`config.mk`:
```
export PLATFORM = sky130hd
export DESIGN_NAME = irq_cond_ctrl
export DESIGN_NICKNAME = d
export VERILOG_FILES = /design/src/rtl/irqc_pkg.sv /design/src/rtl/irqc_sync.sv /design/src/rtl/irqc_src_cell.sv /design/src/rtl/irqc_req_merge.sv /design/src/rtl/irq_cond_ctrl.sv
export SDC_FILE = /design/constraint.sdc
export NUM_CORES = 1
export LEC_CHECK = 0
export ABC_AREA = 1
export CORE_ASPECT_RATIO = 0.9
export CORE_UTILIZATION = 40
export DETAILED_ROUTE_END_ITERATION = 7
export PLACE_DENSITY = 0.71
export SLEW_MARGIN = 20
export SYNTH_ARGS = -nofsm -noshare
export SYNTH_HDL_FRONTEND = slang
export SYNTH_SLANG_ARGS = --single-unit
```
`constraint.sdc`:
```
create_clock -name clk -period 2.2 [get_ports clk]
set_input_delay 0.55 -clock clk [delete_from_list [all_inputs] [get_ports clk]]
set_output_delay 0.55 -clock clk [all_outputs]
set_load 0.01 [all_outputs]
```
`src/rtl/irqc_pkg.sv`:
```
package irqc_pkg;
  typedef enum logic [1:0] {
    DET_LEVEL = 2'd0,
    DET_RISE  = 2'd1,
    DET_FALL  = 2'd2,
    DET_BOTH  = 2'd3
  } det_mode_e;
endpackage

```
`src/rtl/irqc_sync.sv`:
```
// Multi-stage synchronizer bank for a vector of asynchronous inputs.
module irqc_sync #(
  parameter int WIDTH  = 32,
  parameter int STAGES = 2
) (
  input  logic             clk,
  input  logic             rst_n,
  input  logic [WIDTH-1:0] d_i,
  output logic [WIDTH-1:0] q_o
);
  localparam int LAST = STAGES - 1;

  logic [WIDTH-1:0] stage_q [STAGES];
  logic [WIDTH-1:0] stage_d [STAGES];

  always_comb begin
    stage_d[0] = d_i;
    for (int s = 1; s < STAGES; s++) begin
      stage_d[s] = stage_q[s-1];
    end
  end

  always_ff @(posedge clk or negedge rst_n) begin
    if (!rst_n) begin
      for (int s = 0; s < STAGES; s++) stage_q[s] <= '0;
    end else begin
      for (int s = 0; s < STAGES; s++) stage_q[s] <= stage_d[s];
    end
  end

  assign q_o = stage_q[LAST];
endmodule

```
`src/rtl/irqc_src_cell.sv`:
```
// Per-source detector: edge compare against previous sample plus sticky latch.
module irqc_src_cell
  import irqc_pkg::*;
(
  input  logic      clk,
  input  logic      rst_n,
  input  logic      lvl_i,
  input  det_mode_e mode_i,
  input  logic      clr_i,
  output logic      pend_o
);
  logic prev_q, prev_d;
  logic sticky_q, sticky_d;
  logic rise, fall, evt;

  always_comb begin
    rise   = lvl_i & ~prev_q;
    fall   = ~lvl_i & prev_q;
    prev_d = lvl_i;
    unique case (mode_i)
      DET_RISE: evt = rise;
      DET_FALL: evt = fall;
      DET_BOTH: evt = rise | fall;
      default:  evt = 1'b0;
    endcase
    if (mode_i == DET_LEVEL) sticky_d = 1'b0;
    else                     sticky_d = evt | (sticky_q & ~clr_i);
  end

  always_ff @(posedge clk or negedge rst_n) begin
    if (!rst_n) begin
      prev_q   <= 1'b0;
      sticky_q <= 1'b0;
    end else begin
      prev_q   <= prev_d;
      sticky_q <= sticky_d;
    end
  end

  assign pend_o = (mode_i == DET_LEVEL) ? lvl_i : sticky_q;

  assert_rise_sets_R4: assert property (@(posedge clk) disable iff (!rst_n)
    (mode_i == DET_RISE && lvl_i && !prev_q) |=> sticky_q);

  assert_fall_sets_R5: assert property (@(posedge clk) disable iff (!rst_n)
    (mode_i == DET_FALL && !lvl_i && prev_q) |=> sticky_q);

  assert_clear_wins_R7: assert property (@(posedge clk) disable iff (!rst_n)
    (mode_i != DET_LEVEL && clr_i && !evt) |=> !sticky_q);

  assert_level_drops_latch_R3: assert property (@(posedge clk) disable iff (!rst_n)
    (mode_i == DET_LEVEL) |=> !sticky_q);
endmodule

```
`src/rtl/irqc_req_merge.sv`:
```
// Class request reduction over all sources.
module irqc_req_merge #(
  parameter int N = 32
) (
  input  logic         clk,
  input  logic         rst_n,
  input  logic [N-1:0] pend_i,
  input  logic [N-1:0] en_i,
  input  logic [N-1:0] fast_i,
  output logic         irq_fast_o,
  output logic         irq_norm_o
);
  logic [N-1:0] live;

  always_comb begin
    live       = pend_i & en_i;
    irq_fast_o = |(live & fast_i);
    irq_norm_o = |(live & ~fast_i);
  end

  assert_disabled_silent_R8: assert property (@(posedge clk) disable iff (!rst_n)
    ((pend_i & en_i) == '0) |-> (!irq_fast_o && !irq_norm_o));

  assert_norm_needs_class_R9: assert property (@(posedge clk) disable iff (!rst_n)
    ((en_i & ~fast_i) == '0) |-> !irq_norm_o);
endmodule

```
`src/rtl/irq_cond_ctrl.sv`:
```
module irq_cond_ctrl
  import irqc_pkg::*;
#(
  parameter int NUM_SRC     = 32,
  parameter int SYNC_STAGES = 2
) (
  input  logic                 clk,
  input  logic                 rst_n,
  input  logic [NUM_SRC-1:0]   src_in,
  input  logic [2*NUM_SRC-1:0] cfg_mode,
  input  logic [NUM_SRC-1:0]   cfg_enable,
  input  logic [NUM_SRC-1:0]   cfg_fast,
  input  logic                 clr_we,
  input  logic [NUM_SRC-1:0]   clr_mask,
  output logic [NUM_SRC-1:0]   pending,
  output logic                 irq_fast,
  output logic                 irq_norm
);
  localparam int MODE_W = 2;

  logic [NUM_SRC-1:0] lvl_sync;
  logic [NUM_SRC-1:0] clr_vec;

  assign clr_vec = {NUM_SRC{clr_we}} & clr_mask;

  irqc_sync #(.WIDTH(NUM_SRC), .STAGES(SYNC_STAGES)) u_sync (
    .clk   (clk),
    .rst_n (rst_n),
    .d_i   (src_in),
    .q_o   (lvl_sync)
  );

  for (genvar i = 0; i < NUM_SRC; i++) begin : g_src
    det_mode_e mode_i;
    assign mode_i = det_mode_e'(cfg_mode[MODE_W*i +: MODE_W]);

    irqc_src_cell u_cell (
      .clk    (clk),
      .rst_n  (rst_n),
      .lvl_i  (lvl_sync[i]),
      .mode_i (mode_i),
      .clr_i  (clr_vec[i]),
      .pend_o (pending[i])
    );
  end

  irqc_req_merge #(.N(NUM_SRC)) u_merge (
    .clk        (clk),
    .rst_n      (rst_n),
    .pend_i     (pending),
    .en_i       (cfg_enable),
    .fast_i     (cfg_fast),
    .irq_fast_o (irq_fast),
    .irq_norm_o (irq_norm)
  );
endmodule

```
* Yosys cells after proc, flatten, opt, wreduce, memory -nomap -nowiden
Index checks and enable logic that the tools add are counted.
** Word-level totals
- Bits of input ports :: 195
- Word-level logic and storage cells :: 553
- Register bits :: 128
- Output and inout port bits :: 34
** Operators by class
- Multiplexer cells :: 96
- Reduce and logical (&&, ||, !) cells :: 34
- Bitwise logic cells :: 261
- Equal/unequal tests :: 96
** Operators with widths (count)
- 32-bit bitwise AND :: 4
- 2-bit == test (second input constant) :: 64
- 1-bit bitwise AND :: 96
- 1-bit inverter :: 96
- 1-bit one-hot mux with 3 select lines :: 32
- 2-bit by 1-bit == test with 1-bit output (second input constant) :: 32
- 2-bit zero test :: 32
- 1-bit 2-to-1 mux :: 64
- 1-bit OR :: 64
- 32-bit OR reduction :: 2
- 32-bit inverter :: 1

* Longest topological paths before layout
- Word-level depth :: 6
- Mapped depth :: 10
- Depth with buffers taken out :: 10

* By module
A second synthesis with hierarchy kept.
** Second synthesis, totals
- Cell total of the unflattened synthesis :: 917
- Area, all modules :: 7160.6 um^2
** Modules (own cells, without submodules)
- irqc_src_cell :: sequential area each 50.0 um^2, area each 143.9 um^2, cells each 20, times used 32
- irqc_sync :: sequential area each 1601.5 um^2, area each 1601.5 um^2, cells each 64, times used 1
- irqc_req_merge :: sequential area each 0.0 um^2, area each 680.7 um^2, cells each 146, times used 1
- irq_cond_ctrl :: sequential area each 0.0 um^2, area each 274.0 um^2, cells each 67, times used 1

* Worst setup path before layout
Ideal clock, no wire load.
- Kind :: input -> output
- Start :: in cfg_mode[6]
- End :: out irq_fast
- Required time :: 1650 ps
- Cell stages on the path :: 10
- Setup slack :: 435 ps
- Arrival :: 1215 ps
- Buffers on the path :: 0
- Cells stage by stage :: inv_1 -> nand2_1 -> nand2_1 -> o21ai_2 -> nand3_1 -> nand2_1 -> nor2_1 -> nand2_1 -> nor2_1 -> nand2_1
** Between the ends
- Longest elaborated chain between the ends :: 5
** RTL lines
- start: declaration :: RTL line irq_cond_ctrl.sv:10 : input logic [2*NUM_SRC-1:0] cfg_mode,
- 2-bit zero test :: RTL line irqc_src_cell.sv:40 : assign pend_o = (mode_i == DET_LEVEL) ? lvl_i : sticky_q;
- 1-bit 2-to-1 mux :: RTL line irqc_src_cell.sv:40
- via g_src[3].u_cell.pend_o :: RTL line irqc_src_cell.sv:10 : output logic pend_o
- 32-bit bitwise AND :: RTL line irqc_req_merge.sv:16 : live = pend_i & en_i;
- 32-bit bitwise AND :: RTL line irqc_req_merge.sv:17 : irq_fast_o = |(live & fast_i);
- 32-bit OR reduction :: RTL line irqc_req_merge.sv:17
- end: declaration :: RTL line irq_cond_ctrl.sv:16 : output logic irq_fast,
The timed path passes the listed nets, and every way through them passes these cells.

* Worst setup path in the final report
- Start :: in cfg_enable[4]
- End :: out irq_fast
** Between the ends
- Longest elaborated chain between the ends :: 3
** RTL lines
- start: declaration :: RTL line irq_cond_ctrl.sv:11 : input logic [NUM_SRC-1:0] cfg_enable,
- 32-bit bitwise AND :: RTL line irqc_req_merge.sv:16
- 32-bit bitwise AND :: RTL line irqc_req_merge.sv:17
- 32-bit OR reduction :: RTL line irqc_req_merge.sv:17
No other way between the ends.

==> metrics.csv <==
stage,metric,value,unit
yosys,Gate Count Post-Synth,771,
yosys,register area share after synthesis,0.4666,
floorplanning,Initial Util,0.4078,
detailed_routing,1st-pass router iterations,5,
timing,Setup WS post-layout,-0.06460,ns
yosys,synthesis-stage register bit count,128,
clocking,CTS H-tree lvls,4,
worst_setup_path,Critical Path RT,1.65,ns
placement,IO Port Bufs,228,
yosys,synthesized area per cell,8.904,µm²
timing,worst slew pin tran,0.4258,ns
detailed_routing,Initial DRC Count,161,
global_route,GRT Util Overall,0.2178,
timing,Max Freq,441.6,MHz
layout,Area Growth Syn to Fin,61.07,%
run,max-cap violations,0,
yosys,Synth warnings,0,
hold_path,min-delay worst type,input port to async pin,
detailed_routing,total routed wirelength,18830,µm
pwr,Max rail drop VDD,0.5010,mV
yosys,synthesized net count,1030,
floorplanning,Die Y,126.3,µm
worst_setup_path,Arrival @ worst endpoint,1.71,ns
pwr,internal power,0.005098,W
timing,Final Hold Fails,0,
worst_setup_path,startpoint types,input port,
detailed_routing,via count,6426,
timing,max_slew headroom,0.7161,
clocking,clock-pin slew on the worst setup and hold paths,0.05,ns
pwr,clock power share,0.373,
detailed_routing,average routed wire per standard cell,13.64,µm
timing,"Setup violations, final",2,
worst_setup_path,critical path class,input port to output port,
global_route,vias in the first global route,6393,
pwr,switching share of power,0.2652,
clocking,CTS tree,done,
pwr,Cell Pwr Density,627.4,nW/µm²
global_route,initial antenna violation count,6,
pwr,power share of the sequential group,0.377,
yosys,Synth area leader,dfrtp_1,
timing,RSZ-0062 raised after global routing,yes,
detailed_routing,vias per inst,4.657,
layout,filler instances,1370,
floorplanning,die area,17690,µm²
placement,dpl hpwl,13660,µm
clocking,clk sinks,128,
timing,worst clock skew,0.007574,ns
clocking,Root Buffer,clkbuf_16,
yosys,top post-synthesis cells by area,"dfrtp_1 47%, ha_1 12%, inv_1 6.9%",
worst_setup_path,R2R cell count,14,
pwr,Gate power share,0.250,
pwr,Psw,0.001840,W
placement,placed cell count,1282,
worst_setup_path,Reg-to-Reg End,g_src[10].u_cell.sticky_q,
yosys,post-synth top area share,0.4666,
clocking,hold-fix buffers at CTS,0,
floorplanning,I/O Pins,229,
worst_setup_path,CP Max Fanout,2,
floorplanning,core area,16830,µm²
pwr,"Power, Total",0.006938,W
floorplanning,Die X,140.1,µm
detailed_routing,Antenna Nets Post-Route,0,
yosys,Yosys cell types,22,
global_route,grt ovf,0,
placement,GPL Wtd Cong,0.8197,
layout,final std cells w/o fill,1380,
global_route,first-pass GRT wire length,29910,µm
timing,Tmin final,2.265,ns
yosys,ys flop type,dfrtp_1,
yosys,Post-synth EDFFs,0,
floorplanning,Std-Cell Rows,45,
layout,proportion of layout cells with a drive suffix above 1,0.3101,
yosys,"Cell Area, Synth",6865,µm²
clocking,Clock Path Buffers,2,
worst_setup_path,Setup crit end kind,output port,
global_route,largest net degree at the start of global routing,50,
detailed_routing,Remaining DRCs,0,
timing,fin crit share,1.029,
clocking,cts bufs inserted,17,
worst_setup_path,Worst R2R Setup Slack,0.13,ns
clocking,"Clk Latency, worst-skew pair",0.41,ns
pwr,leak pwr,5.927,nW
status,failing checks,setup timing,
status,status,"complete, but fails checks",
layout,Nets,1410,
timing,max-slew violation count,0,
worst_setup_path,reg2reg start,g_src[10].u_cell.sticky_q,
yosys,"FFs w/ async S/R, synth",1.000,
[synthesized netlist by cell type, types with 16 or more instances]
master	count
nor2_1	55
buf_4	32
inv_1	126
o21ai_2	30
nand2_2	23
ha_1	64
nand3b_1	16
dfrtp_1	128
nand3_1	59
nand2_1	113
a21oi_1	47
o21ai_0	34
o22ai_1	21
[registers in the layout, indices dropped and copies added (netlist names)]
signal                 flops
g_src.u_cell.prev_q       32
g_src.u_cell.sticky_q     32
u_sync.q_o                32
u_sync.stage_d            32
[routing by layer]
layer	GRT usage	wire, µm	part of all wire	up-vias
li1	-	-	-	3244
met1	0.2574	7966	0.42	2950
met2	0.3697	9053	0.48	201
met3	0.07909	1494	0.079	27
met4	0.06593	289	0.015	4
met5	0	21	0.0011	-
[worst max-delay path, stage by stage]
cell and delay, ns:
clkdlybuf4s50_1 0.44, nand3_1 0.09, nand2_1 0.08, nor2_4 0.11
nand2_2 0.08, nor2_4 0.15, nand2_2 0.09, buf_6 0.12
[power by group through the flow]
stage	Sequential (W)	Combinational, W	Clock (W)
floorplan	0.00264	0.000651	0
global placement	0.00264	0.00151	0
detailed placement	0.00265	0.00154	0
CTS	0.00261	0.00165	0.00265
global route	0.00263	0.00191	0.00276
finish	0.00262	0.00174	0.00259
[stage by stage]
stage / setup TNS, ns / worst slack (ns) / area [µm²] / hold WS [ns] / utilization
2_1_floorplan: 0 / 0.4346 / 6865 / 0.2544 / -
3_3_place_gp: -10.34 / -0.9640 / 10000 / 0.3311 / 0.5941
3_5_place_dp: -10.71 / -0.9979 / 10000 / 0.3347 / 0.5941
4_1_cts: -0.2224 / -0.1206 / 10870 / 0.06396 / 0.6457
5_1_grt: -0.3499 / -0.1723 / 11050 / 0.07348 / 0.6566
6_report: -0.1186 / -0.06460 / 11060 / 0.04740 / 0.6569
[cell usage in the layout, fill, tap and decap left out, types with 12 or more instances in the layout]
master / Yosys / layout
nor2_1: 55 / 45
nand3_1: 59 / 47
dfrtp_1: 128 / 128
dlygate4sd2_1: 0 / 46
clkdlybuf4s50_1: 0 / 106
nand3b_1: 16 / 16
nand3_2: 0 / 12
o21ai_2: 30 / 28
inv_1: 126 / 121
nand2_2: 23 / 46
nand2_1: 113 / 86
a21oi_1: 47 / 46
o22ai_1: 21 / 21
ha_1: 64 / 64
o21ai_0: 34 / 34
clkbuf_2: 0 / 32
dlymetal6s2s_1: 0 / 19
clkbuf_16: 0 / 17
buf_4: 32 / 165
[logic make-up after synthesis]
kind of cell / share of synthesized area
compound gates: 0.1296
fa+ha+maj: 0.1166
buf+inv: 0.1062
flops: 0.4666
simple gates: 0.1810
[layout make-up]
class / instances / area [µm²] / area share
Timing Repair Buffer: 396 / 3376 / 0.3053
Sequential cell: 128 / 3203 / 0.2897
Clock inverter: 7 / 60.06 / 0.005431
Inverter: 127 / 476.7 / 0.04311
Multi-Input combinational cell: 481 / 3191 / 0.2885
Antenna cell: 5 / 12.51 / 0.001131
Tap cell: 211 / 264.0 / 0.02387
Clock buffer: 25 / 475.5 / 0.04300
[how the worst max path moves through the flow]
stage,start,to,slack (ns),cells after the start
after global placement,cfg_mode[59],irq_fast,-0.96,10
after detailed placement,cfg_mode[59],irq_fast,-1.0,10
after floorplan,cfg_mode[6],irq_fast,0.43,10
after CTS,g_src[30].u_cell.sticky_q,irq_fast,-0.12,9
final,cfg_enable[4],irq_fast,-0.06,8
after global routing,cfg_mode[52],irq_fast,-0.17,10
[timing repair]
action	in CTS	in global routing
buffers inserted	45	16
resized for setup	188	121
pin swaps	74	81
setup endpoints to repair	34	7
(Power assumes the default switching activity.)
